File: config.mk
export PLATFORM = sky130hd
export DESIGN_NAME = move_core
export DESIGN_NICKNAME = d
export VERILOG_FILES = /design/src/rtl/move_core_pkg.sv /design/src/rtl/move_seq.sv /design/src/rtl/move_alu.sv /design/src/rtl/move_core.sv
export SDC_FILE = /design/constraint.sdc
export NUM_CORES = 1
export LEC_CHECK = 0
export CAP_MARGIN = 20
export CORE_ASPECT_RATIO = 0.5
export CORE_MARGIN = 3
export CORE_UTILIZATION = 55
export CTS_BUF_LIST = sky130_fd_sc_hd__clkbuf_8
export DETAILED_ROUTE_END_ITERATION = 10
export PLACE_DENSITY = 0.78
export SLEW_MARGIN = 25
export SYNTH_ARGS = -nofsm -noshare
export SYNTH_HDL_FRONTEND = slang
export SYNTH_HIERARCHICAL = 1
export SYNTH_SLANG_ARGS = --single-unit
File: constraint.sdc
create_clock -name clk -period 3.9 [get_ports clk]
set_input_delay 0.975 -clock clk [delete_from_list [all_inputs] [get_ports clk]]
set_output_delay 0.975 -clock clk [all_outputs]
set_load 0.05 [all_outputs]
File: src/rtl/move_core_pkg.sv
package move_core_pkg;

  typedef enum logic [2:0] {
    ST_FETCH,
    ST_LOAD,
    ST_SRC,
    ST_READ,
    ST_WRITE
  } step_t;

  // size of the reserved top-of-memory window
  localparam int RES_WORDS = 16;

  // offsets counted down from the top address
  localparam int OFS_PC    = 0;
  localparam int OFS_ACC   = 1;
  localparam int OFS_FLAGS = 2;
  localparam int OFS_ADD   = 3;
  localparam int OFS_SUB   = 4;
  localparam int OFS_AND   = 5;
  localparam int OFS_SHR   = 6;
  localparam int OFS_SHL   = 7;

  // flag bit positions
  localparam int FLG_ZERO  = 0;
  localparam int FLG_NEG   = 1;
  localparam int FLG_CARRY = 2;

endpackage

File: src/rtl/move_seq.sv
module move_seq
  import move_core_pkg::*;
(
  input  logic  clk,
  input  logic  rst_n,
  output step_t step
);

  step_t step_d;
  step_t step_q;

  always_comb begin
    unique case (step_q)
      ST_FETCH: step_d = ST_LOAD;
      ST_LOAD:  step_d = ST_SRC;
      ST_SRC:   step_d = ST_READ;
      ST_READ:  step_d = ST_WRITE;
      default:  step_d = ST_FETCH;
    endcase
  end

  always_ff @(posedge clk or negedge rst_n) begin
    if (!rst_n) step_q <= ST_FETCH;
    else        step_q <= step_d;
  end

  assign step = step_q;

endmodule

File: src/rtl/move_alu.sv
module move_alu
  import move_core_pkg::*;
#(
  parameter int DATA_W   = 16,
  parameter int RES_BITS = 4
) (
  input  logic                clk,
  input  logic                rst_n,
  input  logic                wr_en,
  input  logic [RES_BITS-1:0] ofs,
  input  logic [DATA_W-1:0]   wval,
  output logic [DATA_W-1:0]   acc,
  output logic [DATA_W-1:0]   flags
);

  logic [DATA_W-1:0] acc_q, acc_d;
  logic              cy_q, cy_d;
  logic              acc_en;
  logic [DATA_W:0]   sum;
  logic [DATA_W:0]   dif;

  assign sum = {1'b0, acc_q} + {1'b0, wval};
  assign dif = {1'b0, acc_q} - {1'b0, wval};

  always_comb begin
    acc_d  = acc_q;
    cy_d   = cy_q;
    acc_en = 1'b0;
    if (wr_en) begin
      unique case (ofs)
        RES_BITS'(OFS_ACC): begin
          acc_en = 1'b1;
          acc_d  = wval;
        end
        RES_BITS'(OFS_ADD): begin
          acc_en = 1'b1;
          acc_d  = sum[DATA_W-1:0];
          cy_d   = sum[DATA_W];
        end
        RES_BITS'(OFS_SUB): begin
          acc_en = 1'b1;
          acc_d  = dif[DATA_W-1:0];
          cy_d   = dif[DATA_W];
        end
        RES_BITS'(OFS_AND): begin
          acc_en = 1'b1;
          acc_d  = acc_q & wval;
        end
        RES_BITS'(OFS_SHR): begin
          acc_en = 1'b1;
          acc_d  = wval >> 1;
          cy_d   = wval[0];
        end
        RES_BITS'(OFS_SHL): begin
          acc_en = 1'b1;
          acc_d  = wval << 1;
          cy_d   = wval[DATA_W-1];
        end
        default: acc_en = 1'b0;
      endcase
    end
  end

  always_ff @(posedge clk or negedge rst_n) begin
    if (!rst_n) begin
      acc_q <= '0;
      cy_q  <= 1'b0;
    end else if (acc_en) begin
      acc_q <= acc_d;
      cy_q  <= cy_d;
    end
  end

  always_comb begin
    flags            = '0;
    flags[FLG_ZERO]  = (acc_q == '0);
    flags[FLG_NEG]   = acc_q[DATA_W-1];
    flags[FLG_CARRY] = cy_q;
  end

  assign acc = acc_q;

endmodule

File: src/rtl/move_core.sv
module move_core
  import move_core_pkg::*;
#(
  parameter int ADDR_W = 8,
  parameter int DATA_W = 16
) (
  input  logic              clk,
  input  logic              rst_n,
  output logic [ADDR_W-1:0] mem_addr,
  output logic [DATA_W-1:0] mem_wdata,
  output logic              mem_we,
  input  logic [DATA_W-1:0] mem_rdata
);

  localparam int RES_BITS = $clog2(RES_WORDS);

  step_t             step_q;
  logic [ADDR_W-1:0] pc_q, pc_d, src_q, dst_q;
  logic [DATA_W-1:0] tmp_q, tmp_d, int_rd, acc, flags;
  logic              pc_en, ld_en, tmp_en;
  logic              src_res, dst_res, alu_wr;
  logic [RES_BITS-1:0] src_ofs, dst_ofs;

  // reserved window is the top RES_WORDS addresses
  assign src_res = &src_q[ADDR_W-1 -: RES_BITS];
  assign dst_res = &dst_q[ADDR_W-1 -: RES_BITS];
  assign src_ofs = ~src_q[RES_BITS-1:0];
  assign dst_ofs = ~dst_q[RES_BITS-1:0];

  move_seq i_seq (
    .clk  (clk),
    .rst_n(rst_n),
    .step (step_q)
  );

  assign alu_wr = (step_q == ST_WRITE) && dst_res;

  move_alu #(.DATA_W(DATA_W), .RES_BITS(RES_BITS)) i_alu (
    .clk  (clk),
    .rst_n(rst_n),
    .wr_en(alu_wr),
    .ofs  (dst_ofs),
    .wval (tmp_q),
    .acc  (acc),
    .flags(flags)
  );

  always_comb begin
    unique case (src_ofs)
      RES_BITS'(OFS_PC):    int_rd = DATA_W'(pc_q);
      RES_BITS'(OFS_ACC):   int_rd = acc;
      RES_BITS'(OFS_FLAGS): int_rd = flags;
      default:              int_rd = '0;
    endcase
  end

  always_comb begin
    mem_addr = pc_q;
    mem_we   = 1'b0;
    pc_en    = 1'b0;
    pc_d     = pc_q;
    ld_en    = 1'b0;
    tmp_en   = 1'b0;
    tmp_d    = src_res ? int_rd : mem_rdata;
    unique case (step_q)
      ST_FETCH: mem_addr = pc_q;
      ST_LOAD: begin
        mem_addr = pc_q;
        ld_en    = 1'b1;
      end
      ST_SRC: begin
        mem_addr = src_q;
        pc_en    = 1'b1;
        pc_d     = pc_q + 1'b1;
      end
      ST_READ: begin
        mem_addr = src_q;
        tmp_en   = 1'b1;
      end
      default: begin
        mem_addr = dst_q;
        mem_we   = !dst_res;
        if (dst_res && (dst_ofs == RES_BITS'(OFS_PC))) begin
          pc_en = 1'b1;
          pc_d  = tmp_q[ADDR_W-1:0];
        end
      end
    endcase
  end

  assign mem_wdata = tmp_q;

  always_ff @(posedge clk or negedge rst_n) begin
    if (!rst_n) begin
      pc_q <= '0;
    end else if (pc_en) begin
      pc_q <= pc_d;
    end
  end

  always_ff @(posedge clk or negedge rst_n) begin
    if (!rst_n) begin
      src_q <= '0;
      dst_q <= '0;
    end else if (ld_en) begin
      src_q <= mem_rdata[2*ADDR_W-1:ADDR_W];
      dst_q <= mem_rdata[ADDR_W-1:0];
    end
  end

  always_ff @(posedge clk or negedge rst_n) begin
    if (!rst_n) begin
      tmp_q <= '0;
    end else if (tmp_en) begin
      tmp_q <= tmp_d;
    end
  end

endmodule

==> impl_metrics.tcl <==
set metrics [dict create \
    pwr-share-comb_pct 30.0 \
    viasPerCell 6.630 \
    cts_buffers 9 \
    yosys.area.top_type "dfrtp_1" \
    port-buffer-count 42 \
    met1_length_mm 8.010 \
    drt_iter0_drc 726 \
    p_per_area_nw_per_um2 313.5 \
    yosys_warnings 6 \
    slowest_stage "clkdlybuf4s50_1" \
    period_share_pct 87.47 \
    final_area_um2 6161 \
    dr.max_layer_used "met4" \
    ctsHoldBuffers 0 \
    ctsLongestPathBuffers 2 \
    synthFlopType "dfrtp_1" \
    core_um2 9666 \
    wirelength_mm 17.91 \
    drv_slew 0 \
    holdCritPathClass "reg -> reg" \
    start_util_pct 57.68 \
    relSlewSlack_pct 36.54 \
    grt_usage_pct 31.37 \
    synth_seq_cells 60 \
    syn_to_final_growth_pct 10.50 \
    cp.required_ps 2920 \
    synthTopCellsByArea "dfrtp_1 27%, ha_1 7.6%, a21oi_1 6.0%, nor2_1 5.2%, nand2_1 4.3%" \
    cts_tree "done" \
    drive_gt1_share_pct 11.03 \
    gp_routability_congestion 0.9478 \
    cts_setup_buffers 0 \
    grt_pass1_vias 5188 \
    finalHoldViolations 0 \
    rows 25 \
    worstMarginPinSlew_ps 944.6 \
    wl_per_cell_um 20.83 \
    cp_cell_sequence "mux2i_1 > o21ai_0 > clkdlybuf4s50_1" \
    fin_cells 860 \
    fin_util_pct 63.74 \
    final_common_cell "nor2_1" \
    num-fill-cells 833 \
    start_kind "flop" \
    cpPeakStageDelay_ps 860 \
    ys_types 82 \
    synth_edf_count 0 \
    p_sw_uw 753.3 \
    max_clock_freq_mhz 293.1 \
    rsz0062_at_grt "false" \
    first_pass_iters 5 \
    die-area_um2 11450 \
    placed_area_um2 5958 \
    arrival_ps 2440 \
    route.met3.wl_mm 1.993 \
    cts_resized 0 \
    grt_pass1_wl_mm 28.39 \
    peakVddDrop_mv 0.1710 \
    num_vias 5702 \
    overflow 0 \
    yosysSeqAreaShare_pct 26.93 \
    clk_latency_ps 370 \
    grt_max_degree 32 \
    antenna_found_initial 0 \
    status "finished clean" \
    ys_async_sr_fraction_pct 100.0 \
    p_int_uw 1178 \
    hpwl_mm 12.90 \
    dpl.cell_count 844 \
    mostFrequentLayoutCells "76 x nor2_1, 67 x a21oi_1, 64 x nand2_1" \
    fin_worst_skew_ps 17.65 \
    total_power_uw 1932 \
    crit_type "reg -> out" \
    clkPwrFrac_pct 31.2 \
    endpoint_kind "output port" \
    setup_viol 0 \
    ant_nets 0 \
    cp_num_buf_inv 1 \
    root_buffer "clkbuf_8" \
    synth.top_cell.area_share_pct 26.93 \
    p_leak_uw 0.002474 \
    dieWidth_um 148.4 \
    synth_cells 704 \
    die-height_um 77.20 \
    sw_frac_of_total_pct 39.00 \
    dr_wl_met2_mm 7.610 \
    antenna_cells 0 \
    p_seq_share_pct 38.8 \
    clk_pin_slew_ps 80 \
    syn_area_per_cell_um2 7.920 \
    boundaryPins 43 \
    setup_tns_ps 0 \
    netlist_area_um2 5575 \
    cp_max_fo 16 \
    crit_family "buffers and inverters" \
    final_nets 774 \
    max-cap-violations 0 \
    route.detailed.drc 0 \
    cts_sinks 60 \
    cts.htree.levels 3 \
    min_period_ps 3411 \
]
## cell usage after synthesis (all sizes together) (8+ instances only)
cell type,number
nor2,77
a21oi,67
nand2,64
dfrtp,60
o21ai,49
inv,39
clkbuf,34
ha,34
buf,30
nand3,20
a221oi,19
nor3,18
a22o,17
mux2,13
a211oi,11
nor2b,10
a31oi,9
mux2i,9
nand4,8
nor4,8
## kinds of logic after synthesis
family,share of synthesized area [%]
AND/OR/NAND/NOR,20.83
adder cells (fa/ha/maj),8.348
buffers and inverters,9.156
XOR/XNOR,1.414
flip-flops,26.93
other,0.06726
multiplexers,4.242
AO/OA/AOI/OAI,29.02
## power groups by stage
stage / clock network, µW / logic, µW / registers (µW)
5_1_grt: 628 / 628 / 756
6_report: 603 / 579 / 749
2_1_floorplan: 0 / 392 / 759
3_5_place_dp: 0 / 563 / 756
3_3_place_gp: 0 / 552 / 754
4_1_cts: 604 / 565 / 745
## metal layers
metal	vias to the layer above	track usage, %
met5	-	0
met4	0	7.465
met3	38	8.796
met2	317	45.52
met1	2754	46.09
li1	2593	-
## sequential cells by signal, indices dropped and copies added, names as in the netlist
register and cells:
mem_wdata 16, pc_q 8, i_alu/cy_q 1, dst_q 8, src_q 8, i_alu/acc 16, i_seq/step 3
## area by class of cell
class | count | area, µm² | share of cell area (%)
tap | 135 | 168.9 | 2.742
sequential | 60 | 1501 | 24.37
inverter | 39 | 146.4 | 2.376
multi-input combinational | 553 | 3616 | 58.69
timing repair buffer | 57 | 528.0 | 8.570
clock inverter | 7 | 76.32 | 1.239
clock buffer | 9 | 123.9 | 2.011
## worst paths after layout
check | from | end | slack, ps | depth (start not counted)
max | i_seq/step[1]$_DFF_PN0_ | mem_addr[0] | 490 | 3
min | dst_q[5]$_DFFE_PN0N_ | dst_q[5]$_DFFE_PN0N_ | 540 | 1
max reg2reg | mem_wdata[0]$_DFFE_PN0N_ | i_alu/cy_q$_DFFE_PN0P_ | 630 | 11
min reg2reg | dst_q[5]$_DFFE_PN0N_ | dst_q[5]$_DFFE_PN0N_ | 540 | 1
max in group asynchronous | rst_n | i_alu/acc[0]$_DFFE_PN0P_ | 2350 | 2
min in group asynchronous | rst_n | i_seq/step[0]$_DFF_PN0_ | 640 | 1
## metrics by stage
| step | setup slack [ps] | hold slack, ps |
|---|---|---|
| after floorplan | 568.3 | 487.6 |
| after global placement | 716.7 | 515.2 |
| after detailed placement | 642.3 | 521.0 |
| after CTS | 501.7 | 538.1 |
| after global routing | 385.6 | 566.4 |
| final | 488.6 | 536.4 |
## worst register-to-register path, cell delays in order (launching register included)
cell,delay (ps)
dfrtp_1,530
ha_1,260
inv_1,60
fa_1,410
o21ba_1,240
nor4_4,160
nor3_2,120
o32ai_4,260
nor4_2,80
or4_1,480
or4_1,400
a31oi_1,200
Power figures use the tool's default switching activity.
